### src/rtl/rdc_pkg.sv
package rdc_pkg;
    typedef enum logic [2:0] {
        ST_IDLE = 3'd0,
        ST_T1   = 3'd1,
        ST_T2   = 3'd2,
        ST_TW   = 3'd3,
        ST_T3   = 3'd4
    } rdc_state_e;

    localparam int unsigned RDC_BASE_STATES = 3;
endpackage

### src/rtl/rdc_wait_ctr.sv
module rdc_wait_ctr #(
    parameter int unsigned CW = 3
) (
    input  logic          clk,
    input  logic          rst_n,
    input  logic          load_i,
    input  logic [CW-1:0] cfg_i,
    input  logic          dec_i,
    output logic          zero_o
);
    logic [CW-1:0] cnt_q;

    always_ff @(posedge clk or negedge rst_n) begin
        if (!rst_n) begin
            cnt_q <= '0;
        end else if (load_i) begin
            cnt_q <= cfg_i;
        end else if (dec_i && (cnt_q != '0)) begin
            cnt_q <= cnt_q - 1'b1;
        end
    end

    assign zero_o = (cnt_q == '0);

    AST_NO_UNDERFLOW: assert property (@(posedge clk) disable iff (!rst_n)
        (dec_i && !load_i) |-> (cnt_q != '0));

    AST_COUNT_STEP: assert property (@(posedge clk) disable iff (!rst_n)
        (dec_i && !load_i) |=> (cnt_q == $past(cnt_q) - 1'b1));
endmodule

### src/rtl/rdc_fsm.sv
module rdc_fsm
    import rdc_pkg::*;
(
    input  logic       clk,
    input  logic       rst_n,
    input  logic       start_i,
    input  logic       ws_zero_i,
    input  logic       bus_wait_i,
    output rdc_state_e state_o,
    output logic       accept_o,
    output logic       ws_dec_o,
    output logic       cap_o,
    output logic       rd_n_o,
    output logic       addr_oe_o,
    output logic       busy_o
);
    rdc_state_e state_q;
    rdc_state_e state_d;
    logic       sample_pt;

    assign sample_pt = (state_q == ST_T2) || (state_q == ST_TW);

    // next-state logic
    always_comb begin
        state_d = state_q;
        unique case (state_q)
            ST_IDLE: if (start_i) state_d = ST_T1;                        // accept
            ST_T1:   state_d = ST_T2;                                     // strobe
            ST_T2,
            ST_TW:   state_d = (!ws_zero_i || bus_wait_i) ? ST_TW : ST_T3; // stretch / release
            ST_T3:   state_d = ST_IDLE;                                   // finish
            default: state_d = ST_IDLE;
        endcase
    end

    // state register
    always_ff @(posedge clk or negedge rst_n) begin
        if (!rst_n) begin
            state_q <= ST_IDLE;
        end else begin
            state_q <= state_d;
        end
    end

    // output decode
    always_comb begin
        accept_o  = 1'b0;
        ws_dec_o  = 1'b0;
        cap_o     = 1'b0;
        rd_n_o    = 1'b1;
        addr_oe_o = 1'b0;
        busy_o    = 1'b0;
        unique case (state_q)
            ST_IDLE: accept_o = start_i;
            ST_T1: begin
                addr_oe_o = 1'b1;
                busy_o    = 1'b1;
            end
            ST_T2, ST_TW: begin
                addr_oe_o = 1'b1;
                busy_o    = 1'b1;
                rd_n_o    = 1'b0;
                ws_dec_o  = sample_pt && !ws_zero_i;
            end
            ST_T3: begin
                addr_oe_o = 1'b1;
                busy_o    = 1'b1;
                rd_n_o    = 1'b0;
                cap_o     = 1'b1;
            end
            default: ;
        endcase
    end

    assign state_o = state_q;

    AST_ACCEPT_TO_T1: assert property (@(posedge clk) disable iff (!rst_n)
        (state_q == ST_IDLE && start_i) |=> (state_q == ST_T1));

    AST_T1_TO_T2: assert property (@(posedge clk) disable iff (!rst_n)
        (state_q == ST_T1) |=> (state_q == ST_T2));

    AST_WAIT_STRETCH: assert property (@(posedge clk) disable iff (!rst_n)
        (sample_pt && bus_wait_i) |=> (state_q == ST_TW));

    AST_RELEASE: assert property (@(posedge clk) disable iff (!rst_n)
        (sample_pt && ws_zero_i && !bus_wait_i) |=> (state_q == ST_T3));

    AST_T3_FINISH: assert property (@(posedge clk) disable iff (!rst_n)
        (state_q == ST_T3) |=> (state_q == ST_IDLE));

    AST_IGNORE_START: assert property (@(posedge clk) disable iff (!rst_n)
        (busy_o && start_i && state_q != ST_T3) |=> busy_o && (state_q != ST_T1));
endmodule

### src/rtl/rdc_datapath.sv
module rdc_datapath #(
    parameter int unsigned AW = 16,
    parameter int unsigned DW = 16
) (
    input  logic          clk,
    input  logic          rst_n,
    input  logic          accept_i,
    input  logic [AW-1:0] addr_i,
    input  logic          addr_oe_i,
    input  logic          cap_i,
    input  logic [DW-1:0] bus_data_i,
    output logic [AW-1:0] bus_addr_o,
    output logic [DW-1:0] data_o,
    output logic          done_o
);
    logic [AW-1:0] addr_q;
    logic [DW-1:0] data_q;
    logic          done_q;

    always_ff @(posedge clk or negedge rst_n) begin
        if (!rst_n) begin
            addr_q <= '0;
        end else if (accept_i) begin
            addr_q <= addr_i;
        end
    end

    always_ff @(posedge clk or negedge rst_n) begin
        if (!rst_n) begin
            data_q <= '0;
            done_q <= 1'b0;
        end else begin
            done_q <= cap_i;
            if (cap_i) begin
                data_q <= bus_data_i;
            end
        end
    end

    assign bus_addr_o = addr_oe_i ? addr_q : '0;
    assign data_o     = data_q;
    assign done_o     = done_q;

    AST_DATA_HOLD: assert property (@(posedge clk) disable iff (!rst_n)
        !$past(cap_i) |-> $stable(data_q));

    AST_DONE_PULSE: assert property (@(posedge clk) disable iff (!rst_n)
        done_q |=> !done_q);
endmodule

### src/rtl/rdcyc_master.sv
module rdcyc_master #(
    parameter int unsigned ADDR_W = 16,
    parameter int unsigned DATA_W = 16,
    parameter int unsigned WS_W   = 3
) (
    input  logic              clk,
    input  logic              rst_n,
    input  logic              start_i,
    input  logic [ADDR_W-1:0] addr_i,
    input  logic [WS_W-1:0]   ws_cfg_i,
    input  logic              bus_wait_i,
    input  logic [DATA_W-1:0] bus_data_i,
    output logic [ADDR_W-1:0] bus_addr_o,
    output logic              bus_addr_oe_o,
    output logic              bus_rd_n_o,
    output logic              busy_o,
    output logic              done_o,
    output logic [DATA_W-1:0] data_o
);
    import rdc_pkg::*;

    rdc_state_e state;
    logic       accept;
    logic       ws_dec;
    logic       ws_zero;
    logic       cap;

    rdc_fsm u_fsm (
        .clk       (clk),
        .rst_n     (rst_n),
        .start_i   (start_i),
        .ws_zero_i (ws_zero),
        .bus_wait_i(bus_wait_i),
        .state_o   (state),
        .accept_o  (accept),
        .ws_dec_o  (ws_dec),
        .cap_o     (cap),
        .rd_n_o    (bus_rd_n_o),
        .addr_oe_o (bus_addr_oe_o),
        .busy_o    (busy_o)
    );

    rdc_wait_ctr #(.CW(WS_W)) u_wait_ctr (
        .clk    (clk),
        .rst_n  (rst_n),
        .load_i (accept),
        .cfg_i  (ws_cfg_i),
        .dec_i  (ws_dec),
        .zero_o (ws_zero)
    );

    rdc_datapath #(.AW(ADDR_W), .DW(DATA_W)) u_dp (
        .clk       (clk),
        .rst_n     (rst_n),
        .accept_i  (accept),
        .addr_i    (addr_i),
        .addr_oe_i (bus_addr_oe_o),
        .cap_i     (cap),
        .bus_data_i(bus_data_i),
        .bus_addr_o(bus_addr_o),
        .data_o    (data_o),
        .done_o    (done_o)
    );

    AST_STROBE_AFTER_ADDR: assert property (@(posedge clk) disable iff (!rst_n)
        $fell(bus_rd_n_o) |-> $past(bus_addr_oe_o));

    AST_ADDR_HELD: assert property (@(posedge clk) disable iff (!rst_n)
        (busy_o && $past(busy_o)) |-> $stable(bus_addr_o));

    AST_DONE_AFTER_T3: assert property (@(posedge clk) disable iff (!rst_n)
        done_o |-> ($past(state) == ST_T3) && !busy_o && bus_rd_n_o);
endmodule

### config.mk
export PLATFORM = sky130hd
export DESIGN_NAME = rdcyc_master
export DESIGN_NICKNAME = d
export VERILOG_FILES = /design/src/rtl/rdc_pkg.sv /design/src/rtl/rdc_wait_ctr.sv /design/src/rtl/rdc_fsm.sv /design/src/rtl/rdc_datapath.sv /design/src/rtl/rdcyc_master.sv
export SDC_FILE = /design/constraint.sdc
export NUM_CORES = 1
export LEC_CHECK = 0
export CORE_MARGIN = 10
export CORE_UTILIZATION = 35
export CTS_BUF_LIST = sky130_fd_sc_hd__clkbuf_4 sky130_fd_sc_hd__clkbuf_8 sky130_fd_sc_hd__clkbuf_16
export DETAILED_ROUTE_END_ITERATION = 8
export GPL_TIMING_DRIVEN = 0
export PLACE_DENSITY = 0.65
export SYNTH_ARGS = -nofsm -noshare
export SYNTH_HDL_FRONTEND = slang
export SYNTH_HIERARCHICAL = 1
export SYNTH_SLANG_ARGS = --single-unit
### constraint.sdc
create_clock -name clk -period 2.1 [get_ports clk]
set_input_delay 0.42 -clock clk [delete_from_list [all_inputs] [get_ports clk]]
set_output_delay 0.42 -clock clk [all_outputs]
set_load 0.02 [all_outputs]
Yosys cells after proc, flatten, opt, wreduce, memory -nomap -nowiden
Cells that the tools add are included.
{"block": "op_classes", "add_sub_neg": 1, "n_eq_ne": 5, "n_mux": 11, "reduce_logical": 12}
{"op": "$mux W16", "count": 1}
{"op": "$mux W3", "count": 4}
{"op": "$pmux W3 S3", "count": 1}
{"op": "$eq A3 B2 Y1 const B", "count": 2}
{"op": "$logic_not A3 Y1", "count": 2}
{"op": "$mux W1", "count": 5}
{"op": "$reduce_or A4 Y1", "count": 1}
{"op": "$eq A3 B1 Y1 const B", "count": 1}
{"op": "$eq A3 B3 Y1 const B", "count": 1}
{"op": "$reduce_bool A3 Y1", "count": 1}
{"op": "$reduce_or A3 Y1", "count": 1}
{"op": "$sub A3 B1 Y3 const B", "count": 1}
{"op": "$logic_and A1 B1 Y1", "count": 2}
{"op": "$logic_or A1 B1 Y1", "count": 2}
{"op": "$ne A2 B2 Y1 const B", "count": 1}
{"op": "$reduce_bool A2 Y1", "count": 1}
{"op": "$reduce_or A2 Y1", "count": 1}
{"op": "$logic_not A1 Y1", "count": 1}
{"block": "totals", "register_bits": 39, "inputBits": 39, "out_inout_bits": 36, "wordCells": 34}

Longest topological paths before layout
Gate-level depths: netlist of run 1.
{"block": "logic_depth", "word_depth": 7, "ltp_mapped": 6, "mapped_depth_nobuf": 6}

Cells and area by module
The synthesis of run 1 kept the hierarchy.
{"mod": "rdc_datapath", "n_inst": 1, "cells_per_inst": 86, "area_each_um2": 1427.6, "seq_area_each_um2": 825.8}
{"mod": "rdc_wait_ctr", "n_inst": 1, "cells_per_inst": 19, "area_each_um2": 207.7, "seq_area_each_um2": 75.1}
{"mod": "rdc_fsm", "n_inst": 1, "cells_per_inst": 15, "area_each_um2": 172.7, "seq_area_each_um2": 75.1}

Worst setup path before layout of run 1
OpenSTA, ideal clock, no wires.
{"block": "synth_path", "path_type": "reg-to-output", "startpoint": "register u_fsm.state_q[1] (netlist: u_fsm/state_o[1])", "endpoint": "output bus_addr_o[10]", "t_arrival_ns": 1.615, "required_ns": 1.680, "setup_slack_ns": 0.065, "stages_incl_launch_ff": 5, "n_path_buf": 1, "path_cell_list": "dfrtp_1 > nor2_1 > xnor2_1 > clkbuf_1 > and2_1"}
{"block": "synth_between", "elab_chain_len": 4, "elab_cells_between_ends": 7, "classes_between": "eq/ne: 4; mux: 2; reduce/logical: 1"}
{"element": "from (decl)", "line_no": "rdc_fsm.sv:17", "text": "rdc_state_e state_q;"}
{"element": "from (signal assigned)", "line_no": "rdc_fsm.sv:41", "text": "state_q <= state_d;"}
{"element": "$eq A3 B1 Y1, or another cell as far along", "line_no": "rdc_fsm.sv:53", "text": "unique case (state_q)"}
{"element": "$reduce_or A4 Y1 (no source line) *"}
{"element": "$mux W1 *", "line_no": "rdc_fsm.sv:53"}
{"element": "via bus_addr_oe_o", "line_no": "rdcyc_master.sv:14", "text": "output logic bus_addr_oe_o,"}
{"element": "$mux W16 *", "line_no": "rdc_datapath.sv:40", "text": "assign bus_addr_o = addr_oe_i ? addr_q : '0;"}
{"element": "to (decl)", "line_no": "rdcyc_master.sv:13", "text": "output logic [ADDR_W-1:0] bus_addr_o,"}
The timed path passes the listed nets; every way through them passes the cells marked *.

Final worst setup path of run 1
{"block": "layout_path", "startpoint": "register u_fsm.state_q[0] (netlist: u_fsm/state_o[0])", "endpoint": "output bus_addr_o[10]"}
{"block": "layout_between", "elab_chain_len": 4, "elab_cells_between_ends": 7, "classes_between": "eq/ne: 4; mux: 2; reduce/logical: 1"}
{"element": "$eq A3 B1 Y1, or another cell as far along", "line_no": "rdc_fsm.sv:53"}
{"element": "$reduce_or A4 Y1 (no source line) *"}
{"element": "$mux W1 *", "line_no": "rdc_fsm.sv:53"}
{"element": "$mux W16 *", "line_no": "rdc_datapath.sv:40"}
Mark *: on every way between the ends. The rest lies on a longest branch, timed or not.

==> impl_metrics.toml, run 1 <==
[grt]
grtUsageMet3_pct = 4.645
grtUsageTotal_pct = 10.88
top_usage_layer = "met2"
grt.overflow.total = 0
grt_util_met2_pct = 17.94
grt_max_degree = 40
grt_use_met1_pct = 12.60
grt_pass1_vias = 1406
antenna_found_initial = 0
grt_pass1_wl_microns = 7396

[critical_path]
cp.arrival_ns = 1.59
start_kind = "flop"
worstPathMaxFanout = 5
cpMostUsedCell = "buf_6"
crit_start = "u_fsm/state_o[0]$_DFFE_PN0P_"
crit_type = "flop to primary output"
cp-end-kind = "primary output"
cp_cell_sequence = "nor2_4, buf_12, xnor2_4, buf_6, and2_4, buf_6"
r2r-start = "u_fsm/state_o[0]$_DFFE_PN0P_"
slowest_delay_ns = 0.43
critPathRequiredTime_ns = 1.68
crit_path_top_delay_cell = "dfrtp_2"

[clocking]
numCtsBuffers = 5
cts_tree = "done"
cts_max_level = 2
cts.sinks = 39
insertion_delay_ns = 0.28
clk_pin_slew_ns = 0.07
clk_path_buf_depth = 2
root_buffer = "clkbuf_8"

[final_layout]
mostFrequentLayoutCell = "clkdlybuf4s50_1"
final_cell_mix = "clkdlybuf4s50_1, dfrtp_1, mux2_4"
final_nets = 250
final_cell_area_sq_um = 2843
layout-drive-gt1-share_pct = 41.83
fillers = 426
areaGrowthSynthToFinish_pct = 57.23
antenna_cells = 0

[synth]
synth_seq_cells = 39
synth.avg_cell_area_sq_um = 15.07
synth_top_area_share_pct = 53.98
yosys-top-cells-area = "dfrtp_1, mux2_4, mux2_2"
yosysSeqAreaShare_pct = 53.98
synth.largest_area_cell = "dfrtp_1"
syn-num-nets = 161
syn_inst = 120
yosysWarnings = 6
synth_cell_types = 22
netlist_area_sq_um = 1808

[pwr]
ir_drop_mv = 0.6396
powerDensity_nw_per_um2 = 1443
cellLeakagePower_nw = 1.268
p_total_mw = 4.102

[detailed_routing]
wl_microns = 4593
vias = 1245
drtPass1Iterations = 4
drc = 0
viasPerCell = 4.478
ant_nets = 0
wl_per_cell_microns = 16.52
drt_iter0_markers = 12

[die]
rows = 26
dieArea_sq_um = 8440
core_sq_um = 5042
die_w_microns = 91.87
die_h_microns = 91.87
start_util_pct = 35.86
pin_count = 75

[timing]
worst_pin_slew_ns = 0.8678
finalHoldViolations = 0
slew-limit-headroom_pct = 42.15
setup_viol = 0
fin_tns_setup_ns = 0
rsz0062_at_grt = "no"
setup_slack_ns = 0.09403
fin_crit_sh_pct = 95.52
max_freq_mhz = 498.5
fin_crit_ns = 2.006
fin_skew_ns = 0.003626
fin_hold_ws_ns = 0.2461
slew_violations = 0

[place]
routabilityCongestion = 0.7204
io_buffers = 74
dp_hpwl_microns = 3324
place_area_sq_um = 2631
dp_slack_ns = -0.5360

[outcome]
outcome = "finished, final reports clean"

[job]
drv_cap = 0

[min_path]
min_path_type = "input pin to asynchronous set/reset pin"
[cells by family after synthesis]
| kind of cell | after synthesis | synth area share (%) |
|---|---|---|
| simple gates | 30 | 11.83 |
| xor+xnor | 1 | 0.4845 |
| flops | 39 | 53.98 |
| mux | 32 | 24.08 |
| fa+ha+maj | 2 | 1.384 |
| buf+inv | 10 | 5.329 |
| compound gates | 6 | 2.907 |
[repair_timing]
item / 4_1_cts / 5_1_grt
hold endpoints to repair: 0 / 0
setup buffers: 5 / 3
pin swaps: 2 / 2
resized for setup: 59 / 39
hold buffers: 0 / 0
endpoints found under the setup margin: 19 / 16
gates cloned: 1 / 1
[sequential cells by signal, summed over array words and instances, names as in the netlist]
register,count
u_dp/addr_q,16
u_dp/data_o,16
u_dp/done_o,1
u_fsm/state_o,3
u_wait_ctr/cnt_q,3
[area by class of cell]
cell class                 count  area, sq um  share of cell area (%)
sequential                    39        979.7                   34.46
multi-input combinational     72        803.3                   28.26
timing repair buffer          82        803.3                   28.26
tap                           70        87.58                   3.081
buffer                         6        81.33                   2.861
clock buffer                   6        76.32                   2.685
inverter                       3        11.26                  0.3961
[cells in the mapped netlist]
cell and number:
a211oi_1 1, inv_1 3, nand2b_2 1, buf_4 1, xnor2_1 1, and2b_4 1
nand2b_1 1, mux2_2 12, dfrtp_1 39, a221o_1 3, o21bai_1 1, buf_6 3
nor4b_4 1, and2_1 17, nor2_1 2, ha_1 2, nor4b_1 3, mux2_4 20
clkbuf_1 1, buf_12 2, nor2b_1 4, a21boi_1 1
[through the flow]
stage	instances	util, %
after floorplan	120	-
after global placement	264	52.28
after detailed placement	264	52.18
after CTS	276	54.22
after global routing	278	56.38
final	278	56.38
[layer usage]
layer,vias up,wire [microns]
met5,-,0
met4,0,56
met3,6,288
met2,38,2395
met1,612,1853
li1,589,-
[path summary, 6_finish.rpt]
path	cells after the start	endpoint	slack [ns]
max in group asynchronous	1	u_fsm/state_o[1]$_DFFE_PN0P_	1.25
min in group clk	1	u_dp/addr_q[15]$_DFFE_PN0P_	0.51
worst min-delay path	1	u_dp/data_o[2]$_DFFE_PN0P_	0.25
worst max register to register	7	u_dp/data_o[12]$_DFFE_PN0P_	0.37
worst max-delay path	6	bus_addr_o[10]	0.09
worst min register to register	1	u_dp/addr_q[15]$_DFFE_PN0P_	0.51
[critical path, delay by kind of cell (launching register included)]
kind / cells / cell delay (ns)
xor gates and xnor gates: 1 / 0.14
buffers and inverters: 3 / 0.40
DFF: 1 / 0.43
and+or+nand+nor: 2 / 0.33
[power by group]
part	switching (mW)	leakage, nW	internal (mW)
clock	0.239	0.0406	0.234
sequential	0.187	0.490	1.06
combinational	1.02	0.737	1.37
No activity file was read; power rests on OpenSTA's default activity.
==> inputs of run 2 (changes only) <==
Settings changed: CAP_MARGIN set to 20.
==> results of run 2 <==
Same layout as run 1: the final DEF is identical, and so are final timing and power.
==> inputs of run 3 (changes only) <==
Settings changed: MAX_ROUTING_LAYER set to met4.
==> run 3 against run 2 <==
Global-route usage increased by 0.32 points. Sequential cell count did not move. Via count decreased by 0.16%. Count of clock-buffer cells in the layout is the same. Final area did not move. Maximum frequency hardly changed. Critical path depth unchanged. Largest cell class unchanged. Non-clock buffer count is the same. Utilization did not move. Critical path type unchanged. Hold slack got worse by 0.00086 ns. Register-to-register slack hardly changed.
==> impl_metrics.toml, run 3 (synthesized netlist as in run 1, its figures left out) <==
[grt]
antenna_found_initial = 0
grt.overflow.total = 0
grt_pass1_vias = 1402
grtUsageTotal_pct = 11.20
grt_pass1_wl_microns = 7396
grt_max_degree = 40

[outcome]
outcome = "finished, final reports clean"

[detailed_routing]
drtPass1Iterations = 4
wl_microns = 4595
wl_per_cell_microns = 16.53
viasPerCell = 4.471
ant_nets = 0
drc = 0
vias = 1243
drt_iter0_markers = 12

[timing]
slew_violations = 0
fin_hold_ws_ns = 0.2452
worst_pin_slew_ns = 0.8677
max_freq_mhz = 498.3
fin_crit_sh_pct = 95.57
fin_crit_ns = 2.007
slew-limit-headroom_pct = 42.15
rsz0062_at_grt = "no"
setup_viol = 0
finalHoldViolations = 0
fin_skew_ns = 0.003649
setup_slack_ns = 0.09298

[pwr]
ir_drop_mv = 0.6402
cellLeakagePower_nw = 1.268
powerDensity_nw_per_um2 = 1444
p_total_mw = 4.104

[die]
rows = 26
die_w_microns = 91.87
dieArea_sq_um = 8440
pin_count = 75
core_sq_um = 5042
start_util_pct = 35.86
die_h_microns = 91.87

[critical_path]
cp-end-kind = "primary output"
crit_type = "flop to primary output"
worstPathMaxFanout = 5
cp.arrival_ns = 1.59
start_kind = "flop"
critPathRequiredTime_ns = 1.68

[clocking]
root_buffer = "clkbuf_8"
cts_max_level = 2
cts_tree = "done"
holdBufCountCts = 0
clk_path_buf_depth = 2
numCtsBuffers = 5
insertion_delay_ns = 0.28
cts.sinks = 39
clk_pin_slew_ns = 0.07

[final_layout]
final_cell_mix = "clkdlybuf4s50_1, dfrtp_1, mux2_4"
layout-drive-gt1-share_pct = 41.83
antenna_cells = 0
final_cell_area_sq_um = 2843
mostFrequentLayoutCell = "clkdlybuf4s50_1"
multi_input_area_sq_um = 803.3
final_nets = 250
areaGrowthSynthToFinish_pct = 57.23
seqCellArea_sq_um = 979.7
fillers = 426

[place]
place_area_sq_um = 2631
dp_slack_ns = -0.5360
dp_hpwl_microns = 3324
io_buffers = 74
routabilityCongestion = 0.7289

[job]
drv_cap = 0

[min_path]
min_path_type = "input pin to asynchronous set/reset pin"
## run 3: cell counts in the layout (fill, tap and decap cells not counted)
Identical to the previous run, type by type.
## run 3: what timing repair did
action / 4_1_cts / 5_1_grt
pin swaps: 2 / 2
setup endpoints to repair: 19 / 16
cloned: 1 / 1
gates resized for setup: 59 / 39
setup buffers: 5 / 3
## run 3: path summary, 6_finish.rpt
kind	startpoint	endpoint	slack, ns	depth (start not counted)
setup / recovery	u_fsm/state_o[0]$_DFFE_PN0P_	bus_addr_o[10]	0.09	6
hold / removal	rst_n	u_dp/data_o[2]$_DFFE_PN0P_	0.25	1
setup reg to reg	u_fsm/state_o[0]$_DFFE_PN0P_	u_dp/data_o[12]$_DFFE_PN0P_	0.37	7
hold reg to reg	u_dp/addr_q[15]$_DFFE_PN0P_	u_dp/addr_q[15]$_DFFE_PN0P_	0.51	1
max in group asynchronous	rst_n	u_fsm/state_o[1]$_DFFE_PN0P_	1.25	1
min in group clk	u_dp/addr_q[15]$_DFFE_PN0P_	u_dp/addr_q[15]$_DFFE_PN0P_	0.51	1
## run 3: metrics by stage
stage               TNS, ns  std cells  util (%)
global route              0        278     56.38
floorplan                 0        120         -
global placement     -18.19        264     52.28
CTS                       0        276     54.22
finish                    0        278     56.38
detailed placement   -6.918        264     52.18
## run 3: critical path, stage by stage (launching register included)
cell and delay, ns:
dfrtp_2 0.43, nor2_4 0.19, buf_12 0.13, xnor2_4 0.14, buf_6 0.16, and2_4 0.14
buf_6 0.11
## run 3: routing by layer
metal	up-vias	track usage, %	share of wire [%]	wire length [microns]
met5	-	-	0	0
met4	0	3.085	1.3	59
met3	6	3.586	4.3	198
met2	38	17.94	52	2397
met1	610	13.24	42	1939
li1	589	-	-	-
## run 3: cell type report
| type | instances | share of cell area, % |
|---|---|---|
| Inverter | 3 | 0.3961 |
| Multi-Input combinational cell | 72 | 28.26 |
| Buffer | 6 | 2.861 |
| Sequential cell | 39 | 34.46 |
| Timing Repair Buffer | 82 | 28.26 |
| Clock buffer | 6 | 2.685 |
| Tap cell | 70 | 3.081 |
## run 3: where the power goes
part | internal (mW) | total (mW) | switching [mW]
clock network | 0.234 | 0.474 | 0.239
registers | 1.06 | 1.25 | 0.187
logic | 1.37 | 2.38 | 1.02
total | 2.66 | 4.10 | 1.44
